## src/rtl/stage_flow_pkg.sv

```systemverilog
package stage_flow_pkg;

  typedef enum logic [2:0] {
    ST_IDLE    = 3'd0,
    ST_RUNNING = 3'd1,
    ST_BLOCKED = 3'd2,
    ST_UNBLOCK = 3'd3,
    ST_SQUASH  = 3'd4
  } flow_state_e;

  function automatic int unsigned ptr_width(input int unsigned depth);
    return (depth > 1) ? $clog2(depth) : 1;
  endfunction

endpackage

```

## src/rtl/skid_fifo.sv

```systemverilog
module skid_fifo #(
  parameter int unsigned DEPTH  = 4,
  parameter int unsigned DATA_W = 32,
  localparam int unsigned PTR_W = stage_flow_pkg::ptr_width(DEPTH),
  localparam int unsigned CNT_W = $clog2(DEPTH + 1)
) (
  input  logic              clk,
  input  logic              rst_n,
  input  logic              push,
  input  logic              pop,
  input  logic              flush,
  input  logic [DATA_W-1:0] din,
  output logic [DATA_W-1:0] head,
  output logic [CNT_W-1:0]  count,
  output logic              ovf
);

  localparam logic [CNT_W-1:0] FULL_CNT = CNT_W'(DEPTH);
  localparam logic [PTR_W-1:0] LAST_PTR = PTR_W'(DEPTH - 1);

  logic [DATA_W-1:0] mem [DEPTH];
  logic [PTR_W-1:0]  wptr_q, wptr_d, rptr_q, rptr_d;
  logic [CNT_W-1:0]  cnt_q, cnt_d;
  logic              ovf_q, ovf_d;
  logic              full, empty, do_wr, do_rd;

  assign full  = (cnt_q == FULL_CNT);
  assign empty = (cnt_q == '0);
  assign do_rd = pop && !empty && !flush;
  assign do_wr = push && !flush && (!full || do_rd);

  always_comb begin
    wptr_d = wptr_q;
    rptr_d = rptr_q;
    cnt_d  = cnt_q;
    ovf_d  = ovf_q;
    if (flush) begin
      wptr_d = '0;
      rptr_d = '0;
      cnt_d  = '0;
    end else begin
      if (do_wr) wptr_d = (wptr_q == LAST_PTR) ? '0 : wptr_q + 1'b1;
      if (do_rd) rptr_d = (rptr_q == LAST_PTR) ? '0 : rptr_q + 1'b1;
      if (do_wr && !do_rd) cnt_d = cnt_q + 1'b1;
      else if (do_rd && !do_wr) cnt_d = cnt_q - 1'b1;
      if (push && !do_wr) ovf_d = 1'b1;
    end
  end

  always_ff @(posedge clk or negedge rst_n) begin
    if (!rst_n) begin
      wptr_q <= '0;
      rptr_q <= '0;
      cnt_q  <= '0;
      ovf_q  <= 1'b0;
    end else begin
      wptr_q <= wptr_d;
      rptr_q <= rptr_d;
      cnt_q  <= cnt_d;
      ovf_q  <= ovf_d;
    end
  end

  always_ff @(posedge clk) begin
    if (do_wr) mem[wptr_q] <= din;
  end

  assign head  = mem[rptr_q];
  assign count = cnt_q;
  assign ovf   = ovf_q;


  no_overflow_chk: assert property (@(posedge clk) disable iff (!rst_n)
    (push && full && !pop && !flush) |=> ovf_q);


  ovf_sticky_chk: assert property (@(posedge clk) disable iff (!rst_n)
    ovf_q |=> ovf_q);

endmodule

```

## src/rtl/flow_fsm.sv

```systemverilog
module flow_fsm
  import stage_flow_pkg::*;
#(
  parameter int unsigned CNT_W = 3
) (
  input  logic             clk,
  input  logic             rst_n,
  input  logic             ren_vld,
  input  logic             cmt_stall,
  input  logic             cmt_squash,
  input  logic             rob_squashing,
  input  logic             iq_full,
  input  logic [CNT_W-1:0] skid_cnt,
  output flow_state_e      state,
  output logic             push,
  output logic             pop,
  output logic             flush,
  output logic             pass_vld,
  output logic             up_stall,
  output logic             sq_start,
  output logic             sq_cont,
  output logic             sq_stop
);

  flow_state_e state_q, state_d;
  logic        sq_any, hold;

  assign sq_any = cmt_squash || rob_squashing;
  assign hold   = cmt_stall || (ren_vld && iq_full);

  always_comb begin
    state_d  = state_q;
    push     = 1'b0;
    pop      = 1'b0;
    flush    = 1'b0;
    pass_vld = 1'b0;
    up_stall = 1'b0;
    sq_start = 1'b0;
    sq_cont  = 1'b0;
    sq_stop  = 1'b0;
    unique case (state_q)
      ST_IDLE, ST_RUNNING: begin
        if (hold) begin
          state_d = ST_BLOCKED;
          push    = ren_vld;
        end else if (sq_any) begin
          state_d  = ST_SQUASH;
          sq_start = 1'b1;
        end else if (ren_vld) begin
          pass_vld = 1'b1;
          state_d  = ST_RUNNING;
        end
      end
      ST_BLOCKED: begin
        up_stall = 1'b1;
        if (sq_any) begin
          state_d  = ST_SQUASH;
          sq_start = 1'b1;
          flush    = 1'b1;
        end else begin
          push = ren_vld;
          if (!cmt_stall && !iq_full) state_d = ST_UNBLOCK;
        end
      end
      ST_UNBLOCK: begin
        if (hold) begin
          state_d  = ST_BLOCKED;
          push     = ren_vld;
          up_stall = 1'b1;
        end else if (sq_any) begin
          state_d  = ST_SQUASH;
          sq_start = 1'b1;
          flush    = 1'b1;
        end else begin
          pop  = (skid_cnt != '0);
          push = ren_vld;
          if (!ren_vld && (skid_cnt <= CNT_W'(1))) state_d = ST_RUNNING;
          else up_stall = 1'b1;
        end
      end
      ST_SQUASH: begin
        if (sq_any) begin
          sq_cont = 1'b1;
        end else begin
          sq_stop = 1'b1;
          state_d = ST_RUNNING;
        end
      end
      default: state_d = ST_IDLE;
    endcase
  end

  always_ff @(posedge clk or negedge rst_n) begin
    if (!rst_n) state_q <= ST_IDLE;
    else        state_q <= state_d;
  end

  assign state = state_q;


  blocked_stall_chk: assert property (@(posedge clk) disable iff (!rst_n)
    (state_q == ST_BLOCKED) |-> up_stall);


  unblock_stall_chk: assert property (@(posedge clk) disable iff (!rst_n)
    (state_q == ST_UNBLOCK && skid_cnt > CNT_W'(1) && !sq_any) |-> up_stall);


  squash_start_cause_chk: assert property (@(posedge clk) disable iff (!rst_n)
    sq_start |-> (sq_any && !(cmt_stall && state_q != ST_BLOCKED)));


  squash_enter_chk: assert property (@(posedge clk) disable iff (!rst_n)
    sq_start |=> (state_q == ST_SQUASH));


  squash_cmd_excl_chk: assert property (@(posedge clk) disable iff (!rst_n)
    $onehot0({sq_start, sq_cont, sq_stop}));


  squash_exit_chk: assert property (@(posedge clk) disable iff (!rst_n)
    sq_stop |=> (state_q == ST_RUNNING));

endmodule

```

## src/rtl/stage_flow_ctrl.sv

```systemverilog
module stage_flow_ctrl
  import stage_flow_pkg::*;
#(
  parameter int unsigned BUNDLE_W   = 32,
  parameter int unsigned SKID_DEPTH = 4,
  parameter int unsigned FREE_W     = 6
) (
  input  logic                clk,
  input  logic                rst_n,
  input  logic                ren_vld,
  input  logic [BUNDLE_W-1:0] ren_bundle,
  input  logic                cmt_stall,
  input  logic                cmt_squash,
  input  logic                rob_squashing,
  input  logic                iq_full,
  input  logic [FREE_W-1:0]   iq_free_cnt,
  output logic                up_stall,
  output logic [FREE_W-1:0]   up_free_cnt,
  output logic                proc_vld,
  output logic [BUNDLE_W-1:0] proc_bundle,
  output logic                iq_squash_start,
  output logic                iq_squash_cont,
  output logic                iq_squash_stop,
  output logic                skid_ovf,
  output logic [2:0]          stage_status
);

  localparam int unsigned CNT_W = $clog2(SKID_DEPTH + 1);

  flow_state_e       state;
  logic              push, pop, flush, pass_vld;
  logic [CNT_W-1:0]  skid_cnt;
  logic [BUNDLE_W-1:0] skid_head;

  flow_fsm #(.CNT_W(CNT_W)) u_fsm (
    .clk           (clk),
    .rst_n         (rst_n),
    .ren_vld       (ren_vld),
    .cmt_stall     (cmt_stall),
    .cmt_squash    (cmt_squash),
    .rob_squashing (rob_squashing),
    .iq_full       (iq_full),
    .skid_cnt      (skid_cnt),
    .state         (state),
    .push          (push),
    .pop           (pop),
    .flush         (flush),
    .pass_vld      (pass_vld),
    .up_stall      (up_stall),
    .sq_start      (iq_squash_start),
    .sq_cont       (iq_squash_cont),
    .sq_stop       (iq_squash_stop)
  );

  skid_fifo #(.DEPTH(SKID_DEPTH), .DATA_W(BUNDLE_W)) u_skid (
    .clk   (clk),
    .rst_n (rst_n),
    .push  (push),
    .pop   (pop),
    .flush (flush),
    .din   (ren_bundle),
    .head  (skid_head),
    .count (skid_cnt),
    .ovf   (skid_ovf)
  );

  assign proc_vld     = pass_vld || pop;
  assign proc_bundle  = pop ? skid_head : ren_bundle;
  assign up_free_cnt  = iq_free_cnt;
  assign stage_status = state;


  flush_empty_chk: assert property (@(posedge clk) disable iff (!rst_n)
    iq_squash_start |=> (skid_cnt == '0));


  squash_no_pass_chk: assert property (@(posedge clk) disable iff (!rst_n)
    (state == ST_SQUASH) |-> (!proc_vld && !up_stall));

endmodule

```

## config.mk

```make
export PLATFORM = sky130hd
export DESIGN_NAME = stage_flow_ctrl
export DESIGN_NICKNAME = d
export VERILOG_FILES = /design/src/rtl/stage_flow_pkg.sv /design/src/rtl/skid_fifo.sv /design/src/rtl/flow_fsm.sv /design/src/rtl/stage_flow_ctrl.sv
export SDC_FILE = /design/constraint.sdc
export NUM_CORES = 1
export LEC_CHECK = 0
export BUFFER_PORTS_ARGS = -buffer_cell sky130_fd_sc_hd__buf_2
export CAP_MARGIN = 20
export CORE_MARGIN = 3
export CORE_UTILIZATION = 51
export DETAILED_ROUTE_END_ITERATION = 10
export PLACE_DENSITY = 0.8
export SLEW_MARGIN = 10
export SYNTH_ARGS = -nofsm -noshare
export SYNTH_HDL_FRONTEND = slang
export SYNTH_SLANG_ARGS = --single-unit
export TNS_END_PERCENT = 10
```

## constraint.sdc

```tcl
create_clock -name clk -period 2.7 [get_ports clk]
set_clock_uncertainty 0.1 [all_clocks]
set_input_delay 0.135 -clock clk [delete_from_list [all_inputs] [get_ports clk]]
set_output_delay 0.135 -clock clk [all_outputs]
set_load 0.02 [all_outputs]
```

==> results by group, run 1 <==
Status
  – Status: finished, final reports clean

Route
  – Routed length per instance: around 19 microns
  – Routed vias/inst: between 5 and 6
  – Iter 0 DRT Violations: 317
  – Antenna Violating Nets Remaining: 0
  – Post-Route WL: approximately 12 mm
  – Length of the first detailed-routing pass in iterations: 4
  – Via count: roughly 3700
  – Drc violations: 0

Floorplanning
  – Die Ht: 115 microns
  – DIE AREA: roughly 0.013 sq mm
  – Starting Density: between 50 and 60%
  – I/O pins: just over 90
  – Die Wd: roughly 110 microns
  – CORE AREA: 0.0115 sq mm
  – Num rows: 39

Critical path
  – Crit path from: u_skid.count[1]
  – Required @ worst endpoint: between 2000 and 2500 ps
  – CP startpoint kind: flip-flop
  – Nature of the critical path endpoint: output port
  – Setup CP Type: reg -> out
  – Worst r2r src: u_skid.count[1]
  – Crit-path max FO: 10
  – WP data arrival: roughly 2300 ps
  – Register-to-Register Path Depth: 9

CTS
  – H-tree Lvls: 4
  – TritonCTS clock tree: done
  – Num CTS Buffers: 17
  – CTS Buffer Depth: 2
  – Clock latency on the worst-skew pair: between 400 and 500 ps
  – CTS sink cnt: between 100 and 150
  – Root Buffer: clkbuf_16
  – Clock transition at path regs: 60 ps

Place
  – Placer Congestion: 0.792
  – Detail Placement HPWL: 7.35 mm
  – Port buffer count: 79
  – Post-DP Area: ~0.0066 sq mm

Synth
  – Top FF cell, synth: edfxtp_1
  – Post-synth cell types: 44
  – Syn avg cell area: 15.4 sq um
  – EDFF count, synth: between 100 and 150
  – Post-synthesis cell area: 0.00601 sq mm
  – Synth Instances: between 300 and 400
  – Async S/R FF share, synth: 7.91%
  – Yosys Warn Count: 0
  – Register area share after synthesis: a little under 70%
  – FF+latch count, synth: around 140
  – Syn nets: between 400 and 500

Global route
  – GRT Total Usage: between 20% and 30%
  – Busiest grt layer: met2
  – Met3 Usage GRT: 5.87%
  – Met2 usage: around 34%
  – Grt total ovfl: 0
  – Met1 Use GR: between 20% and 30%
  – First-pass GRT wire length: 19.9 mm
  – Vias in the first global route: 3800
  – Largest net degree at the start of global routing: 35
  – Antenna violations before repair: 0

Pwr
  – Power density cells: 832 mW/mm^2
  – Psw: ~0.0018 W
  – Internal power: ~0.0045 W
  – Comb power frac: between 20% and 30%
  – Clk pwr share: approximately a third
  – Share of power burned in registers: 44.6%
  – Pleak: roughly 2.8 nW
  – Switch share: between 20% and 30%
  – Peak supply drop: roughly 650 uV

Timing
  – Slew HR: between 40% and 50%
  – Maximum clock rate: between 300 and 400 MHz
  – Slew Limit Fails: 0
  – Slew at the pin closest to its max-slew limit: 885 ps
  – Min Tclk post-route: between 2000 and 3000 ps
  – Final Hold Fails: 0
  – Final setup viols: 0
  – RSZ-0062 raised after global routing: no
  – Worst hold slack: about 23 ps
  – Tcrit/Tclk final: about 95%
  – Setup TNS: 0 ps

Layout
  – Design Area, Final: between 0.007 and 0.008 sq mm
  – # diodes: 0
  – Syn-to-layout area delta: 25.2%
  – Fillers: 800
  – Share of cells above drive strength 1: around 33%
  – Area of the multi-input gates: 0.00175 sq mm
  – Reg area: just over 0.004 sq mm
  – Commonest non-fill, non-tap cell in the layout: edfxtp_1
  – Nets@finish: 567
  – Most frequent cells in the layout: edfxtp_1, nand2_1, buf_2

Hold path
  – HP Class: in -> async

Job
  – Max-Cap Viols: 0
-- power by group through the flow --
stage / clock, W / combinational, W / sequential, W
2_1_floorplan: 0 / 0.000897 / 0.00279
3_3_place_gp: 0 / 0.00122 / 0.00280
3_5_place_dp: 0 / 0.00126 / 0.00282
4_1_cts: 0.00219 / 0.00132 / 0.00278
5_1_grt: 0.00229 / 0.00144 / 0.00282
6_report: 0.00216 / 0.00131 / 0.00279
-- path summary, 6_finish.rpt --
check,endpoint,slack [ps]
setup / recovery,proc_vld,130
setup reg to reg,u_skid.count[2],160
hold / removal,u_skid.count[1],20
hold reg to reg,u_skid.ovf,370
max in group asynchronous,u_skid.rptr_q[0],2220
min in group clk,u_fsm.state[1],140
-- synth_stat cells, drive strengths merged, types with 2 or more instances --
cell type | instances | area, sq um
nand2b | 4 | 25.0
nor2b | 3 | 18.8
nor4 | 3 | 18.8
a21oi | 2 | 10.0
and2 | 5 | 31.3
nand2 | 103 | 389
nor3 | 6 | 30.0
a31o | 2 | 17.5
edfxtp | 128 | 3840
inv | 6 | 22.5
ha | 9 | 113
or3 | 2 | 12.5
nor2 | 13 | 48.8
mux2i | 2 | 20.0
a31oi | 2 | 12.5
dfrtp | 11 | 275
o21ai | 6 | 30.0
clkbuf | 10 | 37.5
mux4 | 32 | 721
buf | 15 | 96.3
o211ai | 5 | 37.5
a21o | 2 | 15.0
-- worst max-delay path, stage by stage, from the launching register on --
cell and delay, ps:
dfrtp_1 420, inv_1 140, ha_2 260, nand2b_1 130, nor3b_4 180, buf_4 150, bufbuf_16 270, a41o_1 200
buf_2 150
-- stage by stage --
stage               cells  setup slack, ps  utilization [%]  total power, W
floorplan             389            -74.0                -         0.00369
global placement      602              430             57.3         0.00402
detailed placement    602              319             57.3         0.00408
CTS                   668             6.89             65.5         0.00629
global route          669             3.52             65.6         0.00654
finish                669              130             65.6         0.00626
-- layer usage --
metal  vias up  share of wire (%)
li1       1718                  -
met1      1814                 41
met2       137                 51
met3        19                6.5
met4         0                1.5
met5         -                  0
-- logic make-up (layout without fill, tap and decap cells) --
group / count (synthesis) / after routing / synth area share [%]
AO/OA/AOI/OAI: 32 / 32 / 4.27
adder cells (fa/ha/maj): 9 / 9 / 1.87
buffers and inverters: 31 / 168 / 2.60
flip-flops: 139 / 139 / 68.6
multiplexers: 34 / 34 / 12.3
AND/OR/NAND/NOR: 144 / 144 / 10.4
-- flip-flops by register name, indices dropped and copies added, names as in the netlist --
| name | cells |
|---|---|
| u_skid.wptr_q | 2 |
| u_skid.ovf | 1 |
| u_skid.mem | 128 |
| u_skid.rptr_q | 2 |
| u_skid.count | 3 |
| u_fsm.state | 3 |
-- layout make-up --
| cell class | count | area share [%] |
|---|---|---|
| repair buffers | 130 | 12.0 |
| well taps | 143 | 2.38 |
| flip-flops and latches | 139 | 54.8 |
| multi-input cells | 219 | 23.2 |
| inverters | 6 | 0.299 |
| clock buffers | 18 | 5.70 |
| clock inverters | 14 | 1.63 |
-- what timing repair did --
action / CTS / global route
hold buffers: 33 / 0
buffers inserted: 0 / 1
endpoints found under the hold margin: 139 / 0
gates cloned: 1 / 0
endpoints found under the setup margin: 18 / 18
gates resized for setup: 5 / 3
No activity file was read; power rests on OpenSTA's default activity.
==> run 2: changes to the inputs <==
--- a/config.mk
+++ b/config.mk
@@ -10,6 +10,7 @@
 export CORE_MARGIN = 3
 export CORE_UTILIZATION = 51
 export DETAILED_ROUTE_END_ITERATION = 10
+export GPL_TIMING_DRIVEN = 0
 export PLACE_DENSITY = 0.8
 export SLEW_MARGIN = 10
 export SYNTH_ARGS = -nofsm -noshare
==> results by group, run 2 (synthesized netlist as in run 1, its figures left out) <==
Status
  – Status: finished, final reports clean

Pwr
  – Pwr Total: 0.00644 W (+2.9%)
  – Pleak: 2.92 nW (+3.4%)
  – Share of power burned in registers: 42.8% (-1.8 points)
  – Internal power: 0.00464 W (+3.5%)
  – Comb power frac: 22.3% (+1.4 points)
  – Clk pwr share: 34.9% (+0.4 points)
  – Switch share: 27.9% (-0.46 points)
  – Psw: 0.00179 W (+1.2%)
  – Peak supply drop: 526 uV (-19%)
  – Power density cells: 839 mW/mm^2 (+0.84%)

CTS
  – Num CTS Buffers: 17 (unchanged)
  – Root Buffer: clkbuf_16
  – TritonCTS clock tree: done
  – Clock latency on the worst-skew pair: 400 ps (-30 ps)
  – H-tree Lvls: 4 (unchanged)
  – CTS Buffer Depth: 2 (unchanged)
  – Clock transition at path regs: 60 ps (about the same)
  – CTS sink cnt: 139 (unchanged)

Layout
  – Share of cells above drive strength 1: 34.6% (+1.3 points)
  – Fillers: 784 (-2.0%)
  – Max FFs per register: 128 (unchanged)
  – # diodes: 0 (unchanged)
  – Top reg by flops: u_skid.mem
  – Syn-to-layout area delta: 27.7%
  – Most frequent cells in the layout: edfxtp_1, nand2_1, buf_2
  – Nets@finish: 589 (+3.9%)
  – Commonest non-fill, non-tap cell in the layout: edfxtp_1

Floorplanning
  – Starting Density: 52.4% (unchanged)
  – I/O pins: 92 (unchanged)
  – DIE AREA: 0.0131 sq mm (unchanged)
  – CORE AREA: 0.0115 sq mm (unchanged)
  – Die Wd: 115 microns (unchanged)
  – Die Ht: 115 microns (unchanged)
  – Num rows: 39 (unchanged)

Route
  – Post-Route WL: 13.3 mm (+7.1%)
  – Routed length on met3: 861 microns (+5.6%)
  – Iter 0 DRT Violations: 315 (-0.63%)
  – Length of the first detailed-routing pass in iterations: 6 (+2)
  – Met2 routed WL: 7.05 mm (+12%)
  – Antenna Violating Nets Remaining: 0 (unchanged)
  – Met1 wire length: 5.22 mm (+1.8%)
  – Max layer used: met4
  – Via count: 3906 (+5.9%)
  – Drc violations: 0 (unchanged)
  – Routed length per instance: 19.3 microns (+3.8%)
  – Routed vias/inst: 5.66 (+2.7%)

Global route
  – Largest net degree at the start of global routing: 33 (-5.7%)
  – Vias in the first global route: 4039 (+6.3%)
  – First-pass GRT wire length: 21.0 mm (+5.2%)
  – Grt total ovfl: 0 (unchanged)
  – GRT Total Usage: 21.4% (+0.81 points)
  – Antenna violations before repair: 0 (unchanged)

Critical path
  – WP data arrival: 2550 ps (+210 ps)
  – Slowest stage delay, CP: 460 ps (+40 ps)
  – Setup CP Type: reg -> reg
  – Crit-path max FO: 19 (+9)
  – Critical path, cell by cell: inv_1 -> ha_2 -> nand2b_1 -> nor3b_4 -> o211a_4 -> and2_2 -> buf_16
  – CP startpoint kind: flip-flop
  – Worst path slowest cell: and2_2
  – Flop2flop setup slack: 150 ps (about the same)
  – Nature of the critical path endpoint: flip-flop
  – Crit path from: u_skid.count[0]
  – Required @ worst endpoint: 2700 ps (+230 ps)
  – Worst r2r src: u_skid.count[0]

Place
  – Detail Placement HPWL: 8.05 mm (+9.6%)
  – Placer Congestion: 0.855 (+7.9%)
  – Port buffer count: 85 (+7.6%)

Timing
  – Min Tclk post-route: 2550 ps (-19.4 ps)
  – Worst hold slack: 33.0 ps (+9.82 ps)
  – Setup TNS: 0 ps (unchanged)
  – Tcrit/Tclk final: 94.5% (-0.72 points)
  – Slew Limit Fails: 0 (unchanged)
  – RSZ-0062 raised after global routing: no
  – Final setup viols: 0 (unchanged)
  – Slew HR: 50.1% (+9.2 points)
  – Final Hold Fails: 0 (unchanged)
  – Maximum clock rate: 392 MHz (+0.76%)
  – Slew at the pin closest to its max-slew limit: 742 ps (-143 ps)

Hold path
  – HP Class: in -> async

Job
  – Max-Cap Viols: 0 (unchanged)
## run 2: cell types whose count changed in the layout (fill, tap and decap cells not counted), sizes merged
| cell | previous run | this run |
|---|---|---|
| bufinv | 1 | 2 |
| bufbuf | 1 | 0 |
| buf | 96 | 110 |
| clkinv | 5 | 4 |
| inv | 9 | 8 |
| clkbuf | 18 | 28 |
| clkinvlp | 5 | 4 |
## run 2: cell type report
| cell class | instances | area (sq um) | share of cell area, % |
|---|---|---|---|
| Tap cell | 143 | 179 | 2.33 |
| Timing Repair Buffer | 128 | 891 | 11.6 |
| Clock buffer | 19 | 433 | 5.64 |
| Sequential cell | 139 | 4120 | 53.7 |
| Multi-Input combinational cell | 219 | 1750 | 22.7 |
| Clock inverter | 12 | 143 | 1.86 |
| Buffer | 24 | 141 | 1.84 |
| Inverter | 6 | 22.5 | 0.293 |
## run 2: worst max-delay path, delay by kind of cell, from the launching register on
kind | cells | cell delay, ps
buffers and inverters | 2 | 320
adder cells (fa/ha/maj) | 1 | 230
flip-flops | 1 | 390
AND/OR/NAND/NOR | 3 | 930
AO/OA/AOI/OAI | 1 | 260
## run 2: repair_timing
action | CTS | global route
setup endpoints to repair | 116 | 115
hold endpoints to repair | 139 | 0
pin swaps | 0 | 1
setup buffers | 0 | 7
gates resized for setup | 7 | 8
hold buffers | 33 | 0
## run 2: path summary, 6_finish.rpt
check                                    end  cells after the start
hold reg to reg                   u_skid.ovf                      1
hold / removal                u_fsm.state[2]                      2
setup reg to reg           u_skid.mem[1][12]                      7
setup / recovery           u_skid.mem[1][12]                      7
max in group asynchronous    u_skid.count[0]                      2
min in group clk              u_fsm.state[1]                      5
## run 2: power by group through the flow
stage	Combinational, W	Sequential [W]	Clock, W
CTS	0.00141	0.00274	0.00227
floorplan	0.000897	0.00279	0
finish	0.00144	0.00275	0.00225
global placement	0.00124	0.00277	0
global route	0.00157	0.00278	0.00236
detailed placement	0.00134	0.00278	0
## run 2: stage by stage
stage	setup WS (ps)	cells	area, sq um	utilization [%]
floorplan	-74.0	389	6010	-
global placement	-717	617	6610	57.7
detailed placement	-151	620	6700	58.4
CTS	-22.7	684	7620	66.4
global route	4.92	690	7670	66.9
finish	149	690	7670	66.9
## run 2: metal layers
layer  vias to the layer above  global-route usage (%)
met5                         -                       0
li1                       1765                       -
met4                         0                    7.05
met3                        16                    3.96
met2                       186                    37.6
met1                      1939                    26.7
==> run 3: changes to the inputs <==
--- a/config.mk
+++ b/config.mk
@@ -5,6 +5,7 @@
 export SDC_FILE = /design/constraint.sdc
 export NUM_CORES = 1
 export LEC_CHECK = 0
+export ABC_AREA = 1
 export BUFFER_PORTS_ARGS = -buffer_cell sky130_fd_sc_hd__buf_2
 export CAP_MARGIN = 20
 export CORE_MARGIN = 3
==> results by group, run 3 <==
Status
  – Status: finished, final reports clean

Synth
  – Yosys top cell by area: edfxtp_1
  – Syn nets: 601 (+36%)
  – Synth top area share: 63.5% (-0.49 points)
  – Post-synth cell types: 28 (-36%)
  – EDFF count, synth: 128 (unchanged)
  – Top FF cell, synth: edfxtp_1
  – Commonest cells in the netlist: nor2_1, edfxtp_1, o21ai_0
  – Async S/R FF share, synth: 7.91% (unchanged)
  – Yosys Warn Count: 0 (unchanged)
  – Register area share after synthesis: 68.0% (-0.52 points)
  – Post-synthesis cell area: 0.00605 sq mm (+0.77%)
  – FF+latch count, synth: 139 (unchanged)
  – Top-count cell post-synth: nor2_1
  – Syn avg cell area: 11.1 sq um (-28%)
  – Area contributors post-synth: edfxtp_1, nor2_1, o21ai_0
  – Synth Instances: 547 (+41%)

Route
  – Antenna Violating Nets Remaining: 0 (unchanged)
  – Length of the first detailed-routing pass in iterations: 5 (-1)
  – Iter 0 DRT Violations: 366 (+16%)
  – Via count: 4666 (+19%)
  – Drc violations: 0 (unchanged)
  – Post-Route WL: 14.9 mm (+12%)
  – Routed length per instance: 17.7 microns (-8.4%)
  – Routed vias/inst: 5.53 (-2.3%)

Pwr
  – Peak supply drop: 455 uV (-14%)
  – Power density cells: 793 mW/mm^2 (-5.4%)
  – Pleak: 2.98 nW (+2.2%)

Layout
  – Share of cells above drive strength 1: 21.1% (-13 points)
  – # diodes: 0 (unchanged)
  – Top reg by flops: u_skid.mem
  – Non-Filler Instances: 844 (+22%)
  – Nets@finish: 743 (+26%)
  – Syn-to-layout area delta: 26.5%
  – Max FFs per register: 128 (unchanged)
  – Area of the multi-input gates: 0.00171 sq mm (-2.3%)
  – Reg area: 0.00412 sq mm (about the same)
  – Commonest non-fill, non-tap cell in the layout: nor2_1
  – Fillers: 837 (+6.8%)
  – Most frequent cells in the layout: nor2_1, edfxtp_1, buf_2

Global route
  – Largest net degree at the start of global routing: 27 (-18%)
  – Antenna violations before repair: 0 (unchanged)
  – GRT Total Usage: 22.8% (+1.5 points)
  – Vias in the first global route: 4654 (+15%)
  – First-pass GRT wire length: 23.1 mm (+9.9%)
  – Grt total ovfl: 0 (unchanged)

Floorplanning
  – Starting Density: 52.6% (+0.18 points)
  – Num rows: 39 (unchanged)
  – Die Wd: 115 microns (+0.36%)
  – Die Ht: 115 microns (+0.36%)
  – CORE AREA: 0.0115 sq mm (+0.43%)
  – I/O pins: 92 (unchanged)
  – DIE AREA: 0.0132 sq mm (+0.73%)

Critical path
  – CP startpoint kind: flip-flop
  – Crit path from: u_skid.count[0]
  – Worst r2r src: u_skid.count[0]
  – Nature of the critical path endpoint: output port
  – Worst path slowest cell: dfrtp_1
  – Required @ worst endpoint: 2470 ps (-230 ps)
  – Setup CP Type: reg -> out
  – Critical path, cell by cell: inv_1 -> ha_1 -> inv_1 -> o21ai_1 -> nor3_4 -> buf_6 -> buf_2 -> a31oi_2 -> buf_4
  – Crit-path max FO: 10 (-9)
  – WP data arrival: 2360 ps (-190 ps)
  – CP most frequent cell: inv_1
  – Slowest stage delay, CP: 420 ps (-40 ps)

CTS
  – CTS Buffer Depth: 2 (unchanged)
  – TritonCTS clock tree: done
  – Root Buffer: clkbuf_16
  – Clock transition at path regs: 60 ps (about the same)
  – CTS sink cnt: 139 (unchanged)
  – H-tree Lvls: 4 (unchanged)
  – Clock latency on the worst-skew pair: 410 ps (about the same)
  – Num CTS Buffers: 17 (unchanged)

Place
  – Port buffer count: 85 (unchanged)
  – Placer Congestion: 0.888 (+3.9%)
  – Placed cell count: 779 (+26%)
  – Detail Placement HPWL: 9.17 mm (+14%)

Timing
  – Slew Limit Fails: 0 (unchanged)
  – Min Tclk post-route: 2600 ps (+46.2 ps)
  – Slew at the pin closest to its max-slew limit: 570 ps (-172 ps)
  – Maximum clock rate: 385 MHz (-1.8%)
  – Final setup viols: 0 (unchanged)
  – Final Hold Fails: 0 (unchanged)
  – Worst hold slack: 16.1 ps (-17.0 ps)
  – Tcrit/Tclk final: 96.2% (+1.7 points)
  – Slew HR: 62.0% (+12 points)
  – RSZ-0062 raised after global routing: yes

Job
  – Max-Cap Viols: 0 (unchanged)

Hold path
  – HP Class: in -> async
[run 3: power breakdown]
part	internal (W)	switching [W]
sequential	0.00264	0.000116
clock	0.00124	0.000809
combinational	0.000420	0.000851
total	0.00430	0.00178
[run 3: path summary, 6_finish.rpt]
path                                     end  slack (ps)  cells after the start
setup / recovery             proc_bundle[22]         100                      9
hold / removal                    u_skid.ovf          20                      2
setup reg to reg           u_skid.mem[0][14]         150                     10
hold reg to reg                   u_skid.ovf         360                      1
max in group asynchronous     u_fsm.state[1]        2270                      2
min in group clk              u_fsm.state[0]          70                      4
[run 3: cell type report]
type / count / share of cell area (%)
sequential: 139 / 53.8
multi-input combinational: 352 / 22.3
timing repair buffer: 123 / 11.4
clock buffer: 20 / 5.70
buffer: 33 / 2.35
tap: 143 / 2.34
inverter: 23 / 1.13
clock inverter: 11 / 1.05
[run 3: metal layers]
| layer | part of all wire (%) | up-vias | wire length [microns] | global-route usage [%] |
|---|---|---|---|---|
| li1 | - | 2193 | - | - |
| met1 | 40 | 2245 | 5940 | 27.7 |
| met2 | 51 | 202 | 7610 | 40.4 |
| met3 | 7.4 | 26 | 1110 | 5.21 |
| met4 | 1.7 | 0 | 261 | 7.59 |
| met5 | 0 | - | 0 | 0 |
[run 3: what timing repair did]
item | 4_1_cts | 5_1_grt
setup endpoints to repair | 16 | 4
pin swaps | 1 | 0
resized for setup | 0 | 4
hold buffers | 33 | 0
setup buffers | 1 | 0
hold endpoints to repair | 139 | 0
[run 3: stage by stage]
| stage | power (W) | TNS (ps) | utilization (%) | instance area [sq um] | setup slack [ps] |
|---|---|---|---|---|---|
| after floorplan | 0.00355 | -59010 | - | 6050 | -461 |
| after global placement | 0.00386 | -189890 | 57.8 | 6660 | -1520 |
| after detailed placement | 0.00400 | -276 | 58.8 | 6780 | -18.3 |
| after CTS | 0.00609 | 0 | 66.4 | 7640 | 48.9 |
| after global routing | 0.00635 | -9.44 | 66.5 | 7660 | -9.35 |
| final | 0.00608 | 0 | 66.5 | 7660 | 103 |
[run 3: worst max-delay path: cells and delay by family, from the launching register on]
kind | cells | cell delay [ps]
AND/OR/NAND/NOR | 1 | 240
buffers and inverters | 5 | 820
adder cells (fa/ha/maj) | 1 | 220
flip-flops | 1 | 420
AO/OA/AOI/OAI | 2 | 240
[run 3: logic make-up after synthesis]
logic type | count (synthesis) | share of synthesized area (%)
and+or+nand+nor | 228 | 15.1
DFF | 139 | 68.0
AOI/OAI and AO/OA | 113 | 10.3
buffers and inverters | 56 | 4.40
adders and majority gates | 9 | 1.86
xor gates and xnor gates | 2 | 0.289
